--- config.mk ---
export PLATFORM = sky130hd
export DESIGN_NAME = i2c_byte_master
export DESIGN_NICKNAME = d
export VERILOG_FILES = /design/src/rtl/i2c_byte_master.sv
export SDC_FILE = /design/constraint.sdc
export NUM_CORES = 1
export LEC_CHECK = 0
export BUFFER_PORTS_ARGS = -buffer_cell sky130_fd_sc_hd__buf_2
export CAP_MARGIN = 20
export CORE_MARGIN = 4
export CORE_UTILIZATION = 45
export CTS_CLUSTER_SIZE = 12
export DETAILED_ROUTE_END_ITERATION = 16
export GPL_ROUTABILITY_DRIVEN = 0
export PLACE_DENSITY = 0.67
export SYNTH_ARGS = -nofsm -noshare
export SYNTH_HDL_FRONTEND = slang
export SYNTH_SLANG_ARGS = --single-unit
--- constraint.sdc ---
create_clock -name clk -period 2.9 [get_ports clk]
set_input_delay 0.435 -clock clk [delete_from_list [all_inputs] [get_ports clk]]
set_output_delay 0.435 -clock clk [all_outputs]
set_load 0.05 [all_outputs]
--- src/rtl/i2c_byte_master.sv ---
module i2c_byte_master #(
  parameter logic [15:0] PRESC_RESET = 16'hFFFF
) (
  input  logic       clk,
  input  logic       rst_n,
  input  logic [2:0] reg_addr,
  input  logic       reg_wr,
  input  logic       reg_rd,
  input  logic [7:0] reg_wdata,
  output logic [7:0] reg_rdata,
  output logic       irq,
  input  logic       scl_i,
  output logic       scl_oe,
  input  logic       sda_i,
  output logic       sda_oe
);

  localparam logic [2:0] A_PLO = 3'd0, A_PHI = 3'd1, A_CTL = 3'd2, A_DAT = 3'd3, A_CMD = 3'd4;
  localparam logic [2:0] PH_LAST = 3'd4;

  typedef enum logic [2:0] {S_IDLE, S_START, S_BIT, S_ACK, S_STOP} state_t;

  state_t      st;
  logic [15:0] presc, cnt;
  logic        ctl_en, ctl_ien, ctl_mst;
  logic [7:0]  txd, rxd, sr;
  logic [2:0]  ph, bitn;
  logic        do_rd, do_wr, do_sto, do_nak, rbit;
  logic        st_nack, st_busy, st_al, iflag, held_scl;
  logic [1:0]  scl_sy, sda_sy;
  logic        scl_s, sda_s, sda_d;
  logic        tip, tick, accept, cmd_any, scl_low_ph;

  assign scl_s   = scl_sy[1];
  assign sda_s   = sda_sy[1];
  assign tip     = (st != S_IDLE);
  assign tick    = tip && (cnt == 16'd0);
  assign cmd_any = |reg_wdata[7:4];
  assign accept  = reg_wr && (reg_addr == A_CMD) && ctl_en && !tip && cmd_any;
  assign irq     = iflag & ctl_ien;
  assign scl_low_ph = (ph == 3'd0) || (ph == PH_LAST);

  // line synchronisers and bus condition detector
  always_ff @(posedge clk) begin
    if (!rst_n) begin
      scl_sy  <= 2'b11;
      sda_sy  <= 2'b11;
      sda_d   <= 1'b1;
      st_busy <= 1'b0;
    end else begin
      scl_sy <= {scl_sy[0], scl_i};
      sda_sy <= {sda_sy[0], sda_i};
      sda_d  <= sda_s;
      if (scl_s && sda_d && !sda_s)      st_busy <= 1'b1;
      else if (scl_s && !sda_d && sda_s) st_busy <= 1'b0;
    end
  end

  // register file
  always_ff @(posedge clk) begin
    if (!rst_n) begin
      presc   <= PRESC_RESET;
      ctl_en  <= 1'b0;
      ctl_ien <= 1'b0;
      ctl_mst <= 1'b0;
      txd     <= 8'h00;
    end else if (reg_wr) begin
      case (reg_addr)
        A_PLO: if (!ctl_en) presc[7:0]  <= reg_wdata;
        A_PHI: if (!ctl_en) presc[15:8] <= reg_wdata;
        A_CTL: {ctl_en, ctl_ien, ctl_mst} <= reg_wdata[7:5];
        A_DAT: txd <= reg_wdata;
        default: ;
      endcase
    end
  end

  always_ff @(posedge clk) begin
    if (!rst_n) begin
      reg_rdata <= 8'h00;
    end else if (reg_rd) begin
      case (reg_addr)
        A_PLO:   reg_rdata <= presc[7:0];
        A_PHI:   reg_rdata <= presc[15:8];
        A_CTL:   reg_rdata <= {ctl_en, ctl_ien, ctl_mst, 5'b0};
        A_DAT:   reg_rdata <= rxd;
        A_CMD:   reg_rdata <= {st_nack, st_busy, st_al, 3'b0, tip, iflag};
        default: reg_rdata <= 8'h00;
      endcase
    end
  end

  // command sequencer: START -> byte -> acknowledge -> STOP, five ticks per step
  always_ff @(posedge clk) begin
    if (!rst_n) begin
      st       <= S_IDLE;
      cnt      <= 16'd0;
      ph       <= 3'd0;
      bitn     <= 3'd7;
      sr       <= 8'h00;
      rxd      <= 8'h00;
      rbit     <= 1'b0;
      do_rd    <= 1'b0;
      do_wr    <= 1'b0;
      do_sto   <= 1'b0;
      do_nak   <= 1'b0;
      st_nack  <= 1'b0;
      st_al    <= 1'b0;
      iflag    <= 1'b0;
      held_scl <= 1'b0;
    end else begin
      if (tip) cnt <= tick ? presc : cnt - 16'd1;
      if (reg_wr && reg_addr == A_CMD && reg_wdata[0]) iflag <= 1'b0;
      if (accept) begin
        do_sto <= reg_wdata[6];
        do_rd  <= reg_wdata[5];
        do_wr  <= reg_wdata[4];
        do_nak <= reg_wdata[3];
        sr     <= txd;
        bitn   <= 3'd7;
        ph     <= 3'd0;
        cnt    <= presc;
        iflag  <= 1'b0;
        st_al  <= 1'b0;
        if (reg_wdata[7])                     st <= S_START;
        else if (reg_wdata[5] | reg_wdata[4]) st <= S_BIT;
        else                                  st <= S_STOP;
      end else if (tick) begin
        ph <= (ph == PH_LAST) ? 3'd0 : ph + 3'd1;
        case (st)
          S_START: if (ph == PH_LAST) begin
            if (do_rd | do_wr) st <= S_BIT;
            else if (do_sto)   st <= S_STOP;
            else begin
              st       <= S_IDLE;
              iflag    <= 1'b1;
              held_scl <= 1'b1;
            end
          end
          S_BIT: begin
            if (ph == 3'd2) begin
              rbit <= sda_s;
              if (do_wr && sr[7] && !sda_s) begin
                st       <= S_IDLE;
                st_al    <= 1'b1;
                iflag    <= 1'b1;
                held_scl <= 1'b0;
              end
            end
            if (ph == PH_LAST) begin
              sr   <= {sr[6:0], rbit};
              bitn <= bitn - 3'd1;
              if (bitn == 3'd0) begin
                st <= S_ACK;
                if (do_rd) rxd <= {sr[6:0], rbit};
              end
            end
          end
          S_ACK: begin
            if (ph == 3'd2 && do_wr) st_nack <= sda_s;
            if (ph == PH_LAST) begin
              if (do_sto) st <= S_STOP;
              else begin
                st       <= S_IDLE;
                iflag    <= 1'b1;
                held_scl <= 1'b1;
              end
            end
          end
          S_STOP: if (ph == PH_LAST) begin
            st       <= S_IDLE;
            iflag    <= 1'b1;
            held_scl <= 1'b0;
          end
          default: ;
        endcase
      end
    end
  end

  // open-drain drive per step and phase
  always_comb begin
    scl_oe = held_scl;
    sda_oe = 1'b0;
    case (st)
      S_START: begin scl_oe = scl_low_ph; sda_oe = (ph >= 3'd2); end
      S_BIT:   begin scl_oe = scl_low_ph; sda_oe = do_wr & ~sr[7]; end
      S_ACK:   begin scl_oe = scl_low_ph; sda_oe = do_rd & ~do_nak; end
      S_STOP:  begin scl_oe = (ph == 3'd0); sda_oe = (ph <= 3'd2); end
      default: ;
    endcase
  end

  AST_PRESC_LOCKED: assert property (@(posedge clk) disable iff (!rst_n) ctl_en |=> $stable(presc));
  AST_SDA_STEADY: assert property (@(posedge clk) disable iff (!rst_n)
    (st == S_BIT && $past(st) == S_BIT && ph inside {3'd1, 3'd2, 3'd3}) |-> $stable(sda_oe));
  AST_AL_RELEASE: assert property (@(posedge clk) disable iff (!rst_n) $rose(st_al) |-> (!scl_oe && !sda_oe));
  AST_TIP_NO_FLAG: assert property (@(posedge clk) disable iff (!rst_n) tip |-> !iflag);
  AST_DONE_FLAG: assert property (@(posedge clk) disable iff (!rst_n) $fell(tip) |-> iflag);

endmodule

==> out/metrics.yaml <==
run_status: "finished clean"
crit_type: "flip-flop to flip-flop"
synthAdderAreaFrac_pct: 1.88
drt_iter0_markers: 287
syn2layout_area_growth_pct: 7.98
synth_cells: 557
slew_headroom_pct: 59.1
grt_use_met3_pct: 3.41
fillCellCount: 936
yosys.cell_types.count: 63
synth_top_family_by_area: "simple AND/OR/NAND/NOR gates"
cts_resized: 0
synth_compound_area_share_pct: 17.8
multi_input_area_um2: 2580
min_period_ps: 2400
grt_max_degree: 39
tightest_slew_ps: 613
antenna_cells: 0
final_max_slew_viol_count: 0
drive_gt1_share_pct: 12.7
async_flop_share_pct: 0
hp-class: "input port to flip-flop"
routed_wl_um: 12600
grt_overflow: 0
critPathCaptureType: "flip-flop"
rows: 36
synth_seq_cells: 91
final_cell_mix: "dfxtp_1, nand2_1, nor2_1, mux2i_1, a21oi_1"
final_nets: 588
ioPinCount: 28
p_per_area_nw_per_um2: 472
antenna_found_initial: 0
clk_pin_slew_worst_paths_ps: 100
min_period_over_period_pct: 82.9
grt_pass1_vias: 3971
dp_hpwl_um: 8960
place_inst: 686
top_usage_layer: "met2"
crit_required_ps: 3160
seq_area_frac_synth_pct: 39.1
max_freq_ghz: 0.416
die_height_um: 110
total_power_w: 0.00237
grt_usage_pct: 21.6
die-area_um2: 12000
cts_num_sinks: 91
die_w_um: 110
cts_tree: "built"
fin_skew_ps: 12.2
grt_pass1_wl_um: 20300
wl_per_cell_um: 17.9
hold_ws_ps: 252
seqCellArea_um2: 1820
use_met1_pct: 28.6
portBuffers: 27
vias_per_cell: 6.05
cts_hold_buffers: 0
crit_fanout: 17
maxCapViolCount: 0
vias: 4245
synth-simple-area-share_pct: 25.3
grt_use_met2_pct: 36.6
worstSkewPairLatency_ps: 370
start_util_pct: 47.0
critical_path.startpoint_type: "flip-flop"
drtPass1Iterations: 5
synth-edff-count: 0
rsz0062_at_grt: "false"
setup_violations: 0
postCtsSetupRepairBufs: 0
final_hold_viol_count: 0
avgSynthCellArea_um2: 8.36
setup_tns_ps: 0
cts.path.max_buffers: 2
synthXorXnorAreaFrac_pct: 0.188
layout_commonest_cell: "dfxtp_1"
synthMuxAreaShare_pct: 10.1
syn_area_um2: 4660
drcViolationCount: 0
cts_buffers: 9
core_area_um2: 9910
root_buffer: "clkbuf_8"
instances_no_fill: 702
yosys_warnings: 0
cp.arrival_ps: 2660
ant_nets: 0
synth-main-ff-cell: "dfxtp_1"
postSynthNetCount: 581
htree_levels: 3
p_leak_nw: 1.98
vdd_drop_max_mv: 0.269
-- worst max-delay path, cell delays in order, from the launching register on --
cell,delay [ps]
dfxtp_1,720
or3_1,210
and3_1,350
nand2_1,450
a22o_1,360
a32o_1,200
-- synthesized netlist by cell type (5+ instances only) --
| library cell | n | area (um^2) |
|---|---|---|
| dfxtp_1 | 91 | 1820 |
| nor2_1 | 42 | 158 |
| nor2b_1 | 7 | 43.8 |
| o211ai_1 | 5 | 37.5 |
| and3_1 | 6 | 37.5 |
| inv_1 | 15 | 56.3 |
| ha_1 | 7 | 87.6 |
| nor4_1 | 9 | 56.3 |
| o22ai_1 | 11 | 68.8 |
| nand2_1 | 75 | 282 |
| nand2b_1 | 14 | 87.6 |
| mux2i_1 | 38 | 380 |
| a22oi_1 | 6 | 45.0 |
| mux2_2 | 7 | 78.8 |
| nor3_1 | 16 | 80.1 |
| and2_1 | 6 | 37.5 |
| buf_2 | 6 | 30.0 |
| nand3_1 | 22 | 110 |
| a211oi_1 | 10 | 75.1 |
| o21ai_0 | 23 | 115 |
| a21oi_1 | 32 | 160 |
| a31oi_1 | 8 | 50.1 |
| clkbuf_1 | 27 | 101 |
-- cell families after synthesis --
| family | count (synthesis) |
|---|---|
| muxes | 46 |
| DFF | 91 |
| xor gates and xnor gates | 1 |
| and+or+nand+nor | 229 |
| buffers and inverters | 57 |
| AOI/OAI and AO/OA | 126 |
| adders and majority gates | 7 |
-- state kept, by name (all words and copies together), names as in the netlist, 2 cells and up --
| name | cells |
|---|---|
| cnt | 16 |
| presc | 16 |
| reg_rdata | 8 |
| rxd | 8 |
| sr | 8 |
| txd | 8 |
| bitn | 3 |
| ph | 3 |
| st | 3 |
| scl_sy | 2 |
| sda_sy | 2 |
-- layer usage --
layer / part of all wire (%) / routed length, um
met5: 0 / 0
met4: 1.6 / 199
met3: 6.7 / 844
met2: 49 / 6160
met1: 43 / 5380
-- layout make-up --
| type | instances | area share (%) |
|---|---|---|
| well taps | 133 | 3.31 |
| clock inverters | 7 | 1.37 |
| clock buffers | 9 | 2.46 |
| repair buffers | 37 | 4.18 |
| inverters | 16 | 1.19 |
| multi-input cells | 409 | 51.2 |
| flip-flops and latches | 91 | 36.2 |
-- worst paths after layout --
path / depth (start not counted) / slack (ps) / from / endpoint
setup / recovery: 5 / 500 / st[0] / cnt[6]
setup reg to reg: 5 / 500 / st[0] / cnt[6]
hold / removal: 2 / 250 / scl_i / scl_sy[0]
hold reg to reg: 1 / 410 / sda_sy[0] / sda_sy[1]
-- power by group --
part / internal [W] / switching (W) / total [W]
clock: 0.000339 / 0.000511 / 0.000849
combinational: 0.0000845 / 0.000149 / 0.000234
sequential: 0.00127 / 0.0000189 / 0.00129
-- through the flow --
| step | worst slack, ps | cell area, um^2 | utilization (%) |
|---|---|---|---|
| detailed placement | 504 | 4830 | 48.8 |
| CTS | 533 | 5030 | 50.7 |
| finish | 495 | 5030 | 50.7 |
| floorplan | 519 | 4660 | - |
| global route | 382 | 5030 | 50.7 |
| global placement | 556 | 4830 | 48.8 |
(Power assumes the default switching activity.)
